### config.mk
export PLATFORM = sky130hd
export DESIGN_NAME = pph_port
export DESIGN_NICKNAME = d
export VERILOG_FILES = /design/src/rtl/pph_pkg.sv /design/src/rtl/pph_sync.sv /design/src/rtl/pph_rx.sv /design/src/rtl/pph_tx.sv /design/src/rtl/pph_port.sv
export SDC_FILE = /design/constraint.sdc
export NUM_CORES = 1
export LEC_CHECK = 0
export ABC_AREA = 1
export BUFFER_PORTS_ARGS = -buffer_cell sky130_fd_sc_hd__buf_4
export CELL_PAD_IN_SITES_DETAIL_PLACEMENT = 1
export CELL_PAD_IN_SITES_GLOBAL_PLACEMENT = 1
export CORE_MARGIN = 2
export CORE_UTILIZATION = 38
export CTS_BUF_LIST = sky130_fd_sc_hd__clkbuf_16
export DETAILED_ROUTE_END_ITERATION = 12
export GPL_TIMING_DRIVEN = 0
export PLACE_DENSITY_LB_ADDON = 0.08
export SKIP_LAST_GASP = 1
export SYNTH_ARGS = -nofsm -noshare
export SYNTH_HDL_FRONTEND = slang
export SYNTH_SLANG_ARGS = --single-unit
export TNS_END_PERCENT = 5
### constraint.sdc
create_clock -name clk -period 1.71 [get_ports clk]
set_input_delay 0.2565 -clock clk [delete_from_list [all_inputs] [get_ports clk]]
set_output_delay 0.2565 -clock clk [all_outputs]
set_load 0.01 [all_outputs]
### src/rtl/pph_pkg.sv
package pph_pkg;
  typedef enum logic {
    RX_IDLE,
    RX_HOLD
  } rx_state_e;

  typedef enum logic [1:0] {
    TX_IDLE,
    TX_SETUP,
    TX_STROBE,
    TX_DRAIN
  } tx_state_e;
endpackage

### src/rtl/pph_sync.sv
module pph_sync #(
  parameter int            W       = 2,
  parameter int            STAGES  = 2,
  parameter logic [W-1:0]  RST_VAL = '1
) (
  input  logic         clk,
  input  logic         rst_n,
  input  logic [W-1:0] d,
  output logic [W-1:0] q
);
  logic [W-1:0] stg [STAGES];

  always_ff @(posedge clk or negedge rst_n) begin
    if (!rst_n) begin
      for (int i = 0; i < STAGES; i++) stg[i] <= RST_VAL;
    end else begin
      stg[0] <= d;
      for (int i = 1; i < STAGES; i++) stg[i] <= stg[i-1];
    end
  end

  assign q = stg[STAGES-1];
endmodule

### src/rtl/pph_rx.sv
module pph_rx
  import pph_pkg::*;
#(
  parameter int DATA_W  = 8,
  parameter int LOW_CYC = 4
) (
  input  logic              clk,
  input  logic              rst_n,
  input  logic              en,
  input  logic              stb_s,
  input  logic [DATA_W-1:0] pin,
  output logic              ack_o,
  output logic              rx_valid,
  output logic [DATA_W-1:0] rx_data,
  input  logic              rx_ready,
  output logic              rx_irq
);
  localparam int CW = $clog2(LOW_CYC + 1);

  rx_state_e st;
  logic      stb_q;
  logic      fall;
  logic [CW-1:0] cnt;

  assign fall = stb_q & ~stb_s;

  always_ff @(posedge clk or negedge rst_n) begin
    if (!rst_n) begin
      st       <= RX_IDLE;
      ack_o    <= 1'b1;
      rx_valid <= 1'b0;
      rx_data  <= '0;
      rx_irq   <= 1'b0;
      cnt      <= '0;
      stb_q    <= 1'b1;
    end else begin
      stb_q  <= stb_s;
      rx_irq <= 1'b0;
      if (!en) begin
        st       <= RX_IDLE;
        ack_o    <= 1'b1;
        rx_valid <= 1'b0;
        cnt      <= '0;
      end else begin
        case (st)
          RX_IDLE: begin
            if (fall) begin
              rx_data  <= pin;
              rx_valid <= 1'b1;
              rx_irq   <= 1'b1;
              ack_o    <= 1'b0;
              cnt      <= '0;
              st       <= RX_HOLD;
            end
          end
          RX_HOLD: begin
            if (cnt < CW'(LOW_CYC)) cnt <= cnt + 1'b1;
            if (rx_valid && rx_ready) rx_valid <= 1'b0;
            if (cnt >= CW'(LOW_CYC - 1) && !rx_valid && stb_s) begin
              ack_o <= 1'b1;
              st    <= RX_IDLE;
            end
          end
          default: st <= RX_IDLE;
        endcase
      end
    end
  end


  rx_hold_chk: assert property (@(posedge clk) disable iff (!rst_n)
    (en && rx_valid && !rx_ready) |=> (rx_valid && $stable(rx_data) && !ack_o));


  ack_rise_chk: assert property (@(posedge clk) disable iff (!rst_n)
    $rose(ack_o) |-> $past(!en || (!rx_valid && stb_s)));


  irq_pulse_chk: assert property (@(posedge clk) disable iff (!rst_n)
    rx_irq |-> (rx_valid && !ack_o));
endmodule

### src/rtl/pph_tx.sv
module pph_tx
  import pph_pkg::*;
#(
  parameter int DATA_W    = 8,
  parameter int SETUP_CYC = 2,
  parameter int LOW_CYC   = 4
) (
  input  logic              clk,
  input  logic              rst_n,
  input  logic              en,
  input  logic              ack_s,
  input  logic              tx_valid,
  input  logic [DATA_W-1:0] tx_data,
  output logic              tx_ready,
  output logic              stb_n_o,
  output logic [DATA_W-1:0] pout,
  output logic              busy
);
  localparam int CMAX = (SETUP_CYC > LOW_CYC) ? SETUP_CYC : LOW_CYC;
  localparam int CW   = $clog2(CMAX + 1);

  tx_state_e st;
  logic [CW-1:0] cnt;

  assign tx_ready = en && (st == TX_IDLE);
  assign busy     = (st != TX_IDLE);

  always_ff @(posedge clk or negedge rst_n) begin
    if (!rst_n) begin
      st      <= TX_IDLE;
      stb_n_o <= 1'b1;
      pout    <= '0;
      cnt     <= '0;
    end else if (!en) begin
      st      <= TX_IDLE;
      stb_n_o <= 1'b1;
      cnt     <= '0;
    end else begin
      case (st)
        TX_IDLE: begin
          if (tx_valid) begin
            pout <= tx_data;
            cnt  <= '0;
            st   <= TX_SETUP;
          end
        end
        TX_SETUP: begin
          if (cnt >= CW'(SETUP_CYC - 1)) begin
            stb_n_o <= 1'b0;
            cnt     <= '0;
            st      <= TX_STROBE;
          end else begin
            cnt <= cnt + 1'b1;
          end
        end
        TX_STROBE: begin
          if (cnt < CW'(LOW_CYC)) cnt <= cnt + 1'b1;
          if (cnt >= CW'(LOW_CYC - 1) && !ack_s) begin
            stb_n_o <= 1'b1;
            st      <= TX_DRAIN;
          end
        end
        TX_DRAIN: begin
          if (ack_s) st <= TX_IDLE;
        end
        default: st <= TX_IDLE;
      endcase
    end
  end


  stb_rise_chk: assert property (@(posedge clk) disable iff (!rst_n)
    $rose(stb_n_o) |-> $past(!en || !ack_s));


  dout_hold_chk: assert property (@(posedge clk) disable iff (!rst_n)
    (busy && $past(busy)) |-> $stable(pout));


  drain_chk: assert property (@(posedge clk) disable iff (!rst_n)
    ($rose(tx_ready) && $past(en)) |-> $past(ack_s));
endmodule

### src/rtl/pph_port.sv
module pph_port
  import pph_pkg::*;
#(
  parameter int DATA_W      = 8,
  parameter int SETUP_CYC   = 2,
  parameter int LOW_CYC     = 4,
  parameter int SYNC_STAGES = 2
) (
  input  logic              clk,
  input  logic              rst_n,
  input  logic              dir,
  input  logic              tx_valid,
  input  logic [DATA_W-1:0] tx_data,
  output logic              tx_ready,
  output logic              rx_valid,
  output logic [DATA_W-1:0] rx_data,
  input  logic              rx_ready,
  output logic              rx_irq,
  output logic              busy,
  input  logic [DATA_W-1:0] port_din,
  output logic [DATA_W-1:0] port_dout,
  output logic              port_oe,
  input  logic              ext_stb_n_i,
  output logic              ext_stb_n_o,
  input  logic              ext_ack_i,
  output logic              ext_ack_o
);
  localparam int WCW = $clog2(LOW_CYC + 1);

  logic ack_s;
  logic stb_s;

  pph_sync #(
    .W       (2),
    .STAGES  (SYNC_STAGES),
    .RST_VAL (2'b11)
  ) u_sync (
    .clk   (clk),
    .rst_n (rst_n),
    .d     ({ext_ack_i, ext_stb_n_i}),
    .q     ({ack_s, stb_s})
  );

  pph_rx #(
    .DATA_W  (DATA_W),
    .LOW_CYC (LOW_CYC)
  ) u_rx (
    .clk      (clk),
    .rst_n    (rst_n),
    .en       (~dir),
    .stb_s    (stb_s),
    .pin      (port_din),
    .ack_o    (ext_ack_o),
    .rx_valid (rx_valid),
    .rx_data  (rx_data),
    .rx_ready (rx_ready),
    .rx_irq   (rx_irq)
  );

  pph_tx #(
    .DATA_W    (DATA_W),
    .SETUP_CYC (SETUP_CYC),
    .LOW_CYC   (LOW_CYC)
  ) u_tx (
    .clk      (clk),
    .rst_n    (rst_n),
    .en       (dir),
    .ack_s    (ack_s),
    .tx_valid (tx_valid),
    .tx_data  (tx_data),
    .tx_ready (tx_ready),
    .stb_n_o  (ext_stb_n_o),
    .pout     (port_dout),
    .busy     (busy)
  );

  assign port_oe = dir;

  logic [WCW-1:0] ack_lo_run;
  logic [WCW-1:0] stb_lo_run;

  always_ff @(posedge clk or negedge rst_n) begin
    if (!rst_n) begin
      ack_lo_run <= '0;
      stb_lo_run <= '0;
    end else begin
      if (ext_ack_o) ack_lo_run <= '0;
      else if (ack_lo_run < WCW'(LOW_CYC)) ack_lo_run <= ack_lo_run + 1'b1;
      if (ext_stb_n_o) stb_lo_run <= '0;
      else if (stb_lo_run < WCW'(LOW_CYC)) stb_lo_run <= stb_lo_run + 1'b1;
    end
  end


  ack_width_chk: assert property (@(posedge clk) disable iff (!rst_n)
    ($rose(ext_ack_o) && $past(!dir)) |-> (ack_lo_run >= WCW'(LOW_CYC)));


  stb_width_chk: assert property (@(posedge clk) disable iff (!rst_n)
    ($rose(ext_stb_n_o) && $past(dir)) |-> (stb_lo_run >= WCW'(LOW_CYC)));


  rx_mode_chk: assert property (@(posedge clk) disable iff (!rst_n)
    (!dir && $past(!dir)) |-> (ext_stb_n_o && !tx_ready));


  tx_mode_chk: assert property (@(posedge clk) disable iff (!rst_n)
    (dir && $past(dir)) |-> (ext_ack_o && !rx_valid));
endmodule

==> impl_metrics.tcl <==
set metrics [dict create \
    status "finished clean" \
    crit_path_start_kind "flip-flop" \
    whs_ns 0.08329 \
    avgSynthCellArea_sq_um 9.298 \
    grt_max_degree 35 \
    ys_types 19 \
    ir_drop_mv 0.7434 \
    via_count 1332 \
    yosysTopAreaCellShare 0.4176 \
    numCtsBuffers 5 \
    start_util 0.3987 \
    rows 23 \
    seq_power_share 0.353 \
    worstMarginPinSlew_ns 0.4328 \
    swShare 0.3122 \
    vias_per_cell 4.791 \
    ctsRootBufferMaster "clkbuf_16" \
    syn_nets 206 \
    pwr-share-clk 0.306 \
    drt-initial-drc-count 37 \
    ys_seq_area_frac 0.5313 \
    synth_most_common_cell "nand2_1" \
    cts_setup_buffers 0 \
    die_x_um 69.25 \
    fmax_mhz 616.7 \
    netlist_top_cells_count "nand2_1 (65), dfrtp_1 (27), inv_1 (22)" \
    cts.sink_count 34 \
    async_flop_share 1.000 \
    finalCriticalPeriod_ns 1.621 \
    power.leakage_nw 1.230 \
    drt_first_pass_iters 3 \
    synth_edf_count 0 \
    gp_congestion 0.7715 \
    drc 0 \
    relSlewSlack 0.7115 \
    min_period_over_period 0.9482 \
    drive_gt1_frac 0.3289 \
    wire_per_inst_um 13.95 \
    required_ns 1.45 \
    skew_ns 0.002976 \
    syn2layout_area_growth_pct 35.65 \
    cts-resized-gates 0 \
    synthesis.area_sq_um 1618 \
    cts_max_level 2 \
    gr-usage-all-layers 0.1785 \
    routed_wl_mm 3.879 \
    fp.dieH_um 69.25 \
    holdBufCountCts 1 \
    grt_overflow_total 0 \
    dieArea_sq_um 4796 \
    maxCapViolations 0 \
    rsz0062_at_grt "no" \
    setup-tns-final_ns 0 \
    ys.flop_type "dfrtp_1" \
    endpoint_kind "output pin" \
    cts_buffer_depth 2 \
    grt_pass1_vias 1488 \
    dp.cells 269 \
    design_area_sq_um 2195 \
    power_frac_comb 0.342 \
    grt_pass1_wl_mm 6.727 \
    final_nets 259 \
    clkTransAtPathRegs_ns 0.05 \
    worstSetupPathType "reg2out" \
    ys_ff_latch 34 \
    grt_antenna_before_repair 0 \
    finalHoldViolations 0 \
    finalSetupViolCount 0 \
    hpwl_mm 2.882 \
    cts_tree "done" \
    antenna_cells 0 \
    io_pins 46 \
    yosysTopAreaCell "dfrtp_1" \
    io_buffer_count 45 \
    syn_inst 174 \
    arrival_ns 1.36 \
    insertion_delay_ns 0.28 \
    place_area_sq_um 2018 \
    postRouteAntennaNets 0 \
    final_cells 278 \
    p_sw_w 0.001024 \
    internal-power_w 0.002257 \
    finalPower_w 0.003281 \
    slew_violations 0 \
    cp_max_fo 4 \
    core_area_sq_um 4058 \
    synthTopCellsByArea "dfrtp_1 (42%), nand2_1 (15%), dfstp_2 (11%), mux2_4 (7.4%), ha_1 (7.0%)" \
    yosysWarningCount 0 \
    hp-class "in2reg" \
    powerDensity_nw_per_um2 1495 \
]
registers in the layout, summed over array words and instances, names as in the netlist:
register / count
u_rx.rx_irq: 1
u_tx.st: 2
u_sync.stg: 2
u_rx.rx_valid: 1
u_tx.stb_n_o: 1
u_rx.ack_o: 1
u_tx.pout: 8
u_rx.cnt: 3
u_tx.cnt: 3
u_rx.rx_data: 8
u_rx.stb_q: 1
u_sync.q: 2
u_rx.st: 1
worst max-delay path: stages, from the launching register on:
cell,delay (ns)
dfrtp_1,0.40
inv_1,0.10
ha_1,0.27
nand2_2,0.10
clkinv_2,0.07
buf_4,0.15
cell type report:
type | count | area, sq um
inverter | 24 | 91.34
fill | 491 | 1863
tap | 50 | 62.56
sequential | 34 | 859.6
clock buffer | 5 | 125.1
clock inverter | 3 | 41.29
multi-input combinational | 114 | 651.9
timing repair buffer | 46 | 347.8
buffer | 2 | 15.01
routing by layer:
layer / vias to the layer above / share of wire / global-route usage
met5: - / 0 / 0
met4: 0 / 0.018 / 0.07190
met3: 6 / 0.063 / 0.06686
met2: 31 / 0.52 / 0.3120
met1: 651 / 0.39 / 0.1944
li1: 644 / - / -
cell families (layout without fill, tap and decap cells):
| family | count (synthesis) | count (layout) | synth area share |
|---|---|---|---|
| AOI/OAI and AO/OA | 5 | 5 | 0.01856 |
| adders and majority gates | 9 | 9 | 0.06961 |
| buffers and inverters | 26 | 80 | 0.06573 |
| DFF | 34 | 34 | 0.5313 |
| muxes | 8 | 8 | 0.07425 |
| and+or+nand+nor | 92 | 92 | 0.2405 |
path summary, 6_finish.rpt:
kind                                          from                  endpoint  slack, ns  cells past startpoint
max reg2reg                 u_tx.st[0]$_DFFE_PN0P_  u_tx.pout[7]$_DFFE_PN0P_       0.17                      6
max                         u_tx.st[0]$_DFFE_PN0P_                  tx_ready       0.09                      5
min reg2reg                u_sync.stg[3]$_DFF_PN1_     u_sync.q[1]$_DFF_PN1_       0.36                      0
min                                    ext_stb_n_i   u_sync.stg[2]$_DFF_PN1_       0.08                      1
max in group asynchronous                    rst_n     u_sync.q[1]$_DFF_PN1_       0.91                      2
min in group asynchronous                    rst_n   u_rx.cnt[1]$_DFFE_PN0P_       0.47                      2
power by group through the flow:
stage          Clock, W  Combinational (W)  Sequential, W
6_report        0.00100            0.00112        0.00116
4_1_cts         0.00103            0.00115        0.00116
3_3_place_gp          0            0.00108        0.00115
2_1_floorplan         0           0.000579        0.00121
3_5_place_dp          0            0.00112        0.00116
5_1_grt         0.00107            0.00124        0.00119
layout by cell type, fill, tap and decap left out, drive strengths merged, types with 3 or more instances in the layout:
cell type / instances
nand4: 6
buf: 47
dfrtp: 27
o21ai: 3
nand2: 67
nand3: 7
clkbuf: 5
mux2: 8
nor2: 12
dfstp: 7
inv: 24
ha: 9
through the flow:
| step | setup WS (ns) | util |
|---|---|---|
| after detailed placement | 0.1991 | 0.4974 |
| after floorplan | 0.3217 | - |
| after global placement | 0.2688 | 0.4974 |
| final | 0.08853 | 0.5409 |
| after CTS | 0.07290 | 0.5409 |
| after global routing | 0.01147 | 0.5409 |
No activity file was read; power rests on OpenSTA's default activity.
